`src/rtl/psv_mapper.sv`:
```
module psv_mapper #(
  parameter int DW     = 16,
  parameter int PW     = 24,
  parameter int PAGE_W = 8,
  parameter int CNT_W  = 2
) (
  input  logic                    clk,
  input  logic                    rst_n,
  input  logic                    acc_req,
  input  logic [DW-1:0]           ea,
  input  logic                    win_en,
  input  logic [PAGE_W-1:0]       page,
  input  logic                    lite_op,
  input  logic                    rpt_act,
  input  logic                    rpt_first,
  input  logic                    rpt_last,
  input  logic                    irq_exit,
  input  logic                    irq_back,
  input  logic                    tbl_busy,
  input  logic [PW-1:0]           pm_rdata,
  output logic [PAGE_W+DW-2:0]    pm_addr,
  output logic                    pm_en,
  output logic                    route_x,
  output logic [DW-1:0]           rd_data,
  output logic                    stall
);
  localparam int LOW_W = DW - 1;
  localparam logic [CNT_W-1:0] PEN_LITE = CNT_W'(1);
  localparam logic [CNT_W-1:0] PEN_FULL = CNT_W'(2);
  localparam logic [CNT_W-1:0] PEN_NONE = '0;

  logic             hit;
  logic             rpt_edge;
  logic [CNT_W-1:0] pen;
  logic [CNT_W-1:0] cnt;

  assign hit      = acc_req & ea[DW-1] & win_en & ~tbl_busy;
  assign route_x  = hit;
  assign pm_en    = hit;
  assign pm_addr  = hit ? {page, ea[LOW_W-1:0]} : '0;
  assign rd_data  = hit ? pm_rdata[DW-1:0] : '0;
  assign rpt_edge = rpt_first | rpt_last | irq_exit | irq_back;

  always_comb begin
    if (!rpt_act)      pen = lite_op ? PEN_LITE : PEN_FULL;
    else if (rpt_edge) pen = PEN_FULL;
    else               pen = PEN_NONE;
  end

  always_ff @(posedge clk or negedge rst_n) begin
    if (!rst_n)          cnt <= '0;
    else if (cnt != '0)  cnt <= cnt - 1'b1;
    else if (hit)        cnt <= pen;
  end

  assign stall = (cnt != '0);
endmodule


```
`config.mk`:
```
export PLATFORM = sky130hd
export DESIGN_NAME = psv_mapper
export DESIGN_NICKNAME = d
export VERILOG_FILES = /design/src/rtl/psv_mapper.sv
export SDC_FILE = /design/constraint.sdc
export NUM_CORES = 1
export LEC_CHECK = 0
export BUFFER_PORTS_ARGS = -buffer_cell sky130_fd_sc_hd__buf_2
export CORE_MARGIN = 2
export CORE_UTILIZATION = 23
export DETAILED_ROUTE_END_ITERATION = 10
export PLACE_DENSITY_LB_ADDON = 0.08
export SYNTH_ARGS = -nofsm -noshare
export SYNTH_HDL_FRONTEND = slang
export SYNTH_SLANG_ARGS = --single-unit
```
`constraint.sdc`:
```
create_clock -name clk -period 2.6 [get_ports clk]
set_input_delay 0.52 -clock clk [delete_from_list [all_inputs] [get_ports clk]]
set_output_delay 0.52 -clock clk [all_outputs]
set_load 0.05 [all_outputs]
```
==> key figures <==
Outcome
  • Status: complete, no violations

CTS
  • Total CTS buffers: 3
  • PostCTS Resize Cnt: 0
  • CTS Root Cell: clkbuf_4
  • TritonCTS clock tree: yes
  • Worst skew pair latency: about 0.22 ns
  • Post-CTS Setup Bufs: 0
  • CTS max path bufs: 2
  • CTS HTree Levels: 1
  • Clk slew on worst S/H paths: about 0.030 ns
  • Hold Buf Count CTS: 0
  • Clk sinks: 2

Timing
  • # setup viols final: 0
  • Max-slew violations: 0
  • Final cycle utilization of the critical path: 82.5%
  • Setup TNS: 0 ns
  • Slew headroom: 76.2%
  • Final Hold Viols: 0
  • Final Skew: roughly 0.00028 ns
  • Fin crit period: around 2.1 ns
  • Measured slew at the worst slew-check pin: 0.356 ns
  • RSZ-0062 raised after global routing: false
  • Highest clock rate: 466 MHz

Synth
  • Mapped Area: 423 um^2
  • Yosys reg bits: 2
  • Post-Syn Area per Cell: 7.69 um^2
  • Gate Count Post-Synth: 55
  • Syn Nets: 114
  • Yosys cell types: 14
  • YS warnings: 0
  • Seq/Total Area, Yosys: between 10% and 20%

Floorplanning
  • Site Rows: 15
  • DIE WIDTH: between 40 and 50 um
  • Die area: about 0.0022 mm^2
  • Height of the die: 46.9 um
  • Core area: 0.00173 mm^2
  • Io pins: 101
  • Initial core utilization: 24.5%

Global routing
  • Gr busiest metal: met2
  • Largest net degree at the start of global routing: 44
  • Met2 usage: about a fifth
  • Vias in the first global route: 422
  • First-pass GRT wire length: between 1.5 and 2 mm
  • Global Route Usage Sum: 11.1%
  • Met3 GRT Util: approximately 3%
  • Total gr overflow: 0
  • Grt met1 use: 9.93%
  • Initial antenna violation count: 0

Power and ir drop
  • VDD IR max: 160 uV
  • Pleak: 0.612 nW
  • Pwr dens: 231 mW/mm^2

Placement
  • # port buffers: between 90 and 100
  • Hpwl dp: 1.16 mm
  • GPL Wtd Cong: 0.599

Cells and area
  • Core Util, Final: 51.2%
  • Synth-to-layout area growth: 109%
  • Layout cells sized above 1: 74.5%
  • Final nets: 206
  • Reg with most FFs: cnt
  • Final antenna diode count: 0
  • Largest register FFs: 2
  • Top flop regs: cnt x2

Setup path
  • CP Data Required Time: around 2.1 ns
  • Critical Path AT: 1.62 ns
  • Worst R2R Path Depth: 3
  • Critical-path maximum fanout: 43
  • CP Launch Type: input pin
  • Critical path class: input pin to output pin
  • CP Capture Type: output pin

Route
  • Avg WL per Cell: 8.24 um
  • Initial DRC Count: 3
  • Residual DRC: 0
  • Drt total wl: 1.40 mm
  • Pre-antenna DRT Iters: 2
  • Via-to-Cell Ratio: 3.84
  • Antenna-violating nets left: 0
  • Total number of vias: 652

Min path
  • Worst Hold Class: input pin to async pin

Flow run
  • Max cap viols: 0
-- metal layers --
layer | routed length [um] | share of wire, %
met5 | 0 | 0
met4 | 0 | 0
met3 | 166 | 12
met2 | 752 | 54
met1 | 481 | 34
-- logic make-up after synthesis --
kind of cell,Yosys count,synth area share [%]
and+or+nand+nor,46,71.3
buffers and inverters,5,12.4
DFF,2,11.8
AOI/OAI and AO/OA,2,4.44
-- stage by stage --
step / cells / cell area (um^2) / hold slack [ns] / setup slack (ns) / power, mW
after floorplan: 55 / 423 / 0.224 / 0.658 / 0.0944
after global placement: 167 / 862 / 0.305 / 0.460 / 0.134
after detailed placement: 167 / 862 / 0.305 / 0.439 / 0.135
after CTS: 170 / 885 / 0.0574 / 0.437 / 0.212
after global routing: 170 / 885 / 0.0637 / 0.377 / 0.221
final: 170 / 885 / 0.0720 / 0.455 / 0.204
-- placed cells by master (no fill, tap or decap), types with 2 or more instances in the layout --
master    synthesis  layout
and2_1           30      30
dfrtp_1           2       2
buf_2             0      92
clkbuf_4          0       3
and2_2            9       9
-- cell type report --
class                   count  area [um^2]
repair buffers             92          460
multi-input cells          48          320
flip-flops and latches      2         50.0
fillers                   191          842
well taps                  25         31.3
clock buffers               3         22.5
-- cell usage after synthesis --
cell type / instances / area (um^2)
a21oi_2: 1 / 8.76
a32o_1: 1 / 10.0
and2_1: 30 / 188
and2_2: 9 / 67.6
and4b_4: 1 / 13.8
buf_4: 1 / 7.51
buf_6: 4 / 45.0
dfrtp_1: 2 / 50.1
nand2_1: 1 / 3.75
nor2_1: 1 / 3.75
nor2_2: 1 / 6.26
nor2b_1: 1 / 6.26
nor4_1: 1 / 6.26
or2_2: 1 / 6.26
-- report_power, final --
| group | switching [mW] | internal [mW] |
|---|---|---|
| sequential | 0.000728 | 0.0323 |
| clock | 0.0189 | 0.0510 |
| combinational | 0.0594 | 0.0417 |
-- critical path, cell delays in order --
cell and delay [ns]:
buf_2 0.09, and4b_4 0.55, and2_2 0.20, buf_2 0.26
-- final timing paths --
kind / slack, ns / start / to
max in group asynchronous: 2.43 / rst_n / cnt[1]
setup / recovery: 0.46 / tbl_busy / rd_data[9]
hold reg to reg: 0.45 / cnt[0] / cnt[0]
setup reg to reg: 1.56 / cnt[1] / cnt[1]
min in group clk: 0.45 / cnt[0] / cnt[0]
hold / removal: 0.07 / rst_n / cnt[0]
Power figures use the tool's default switching activity.
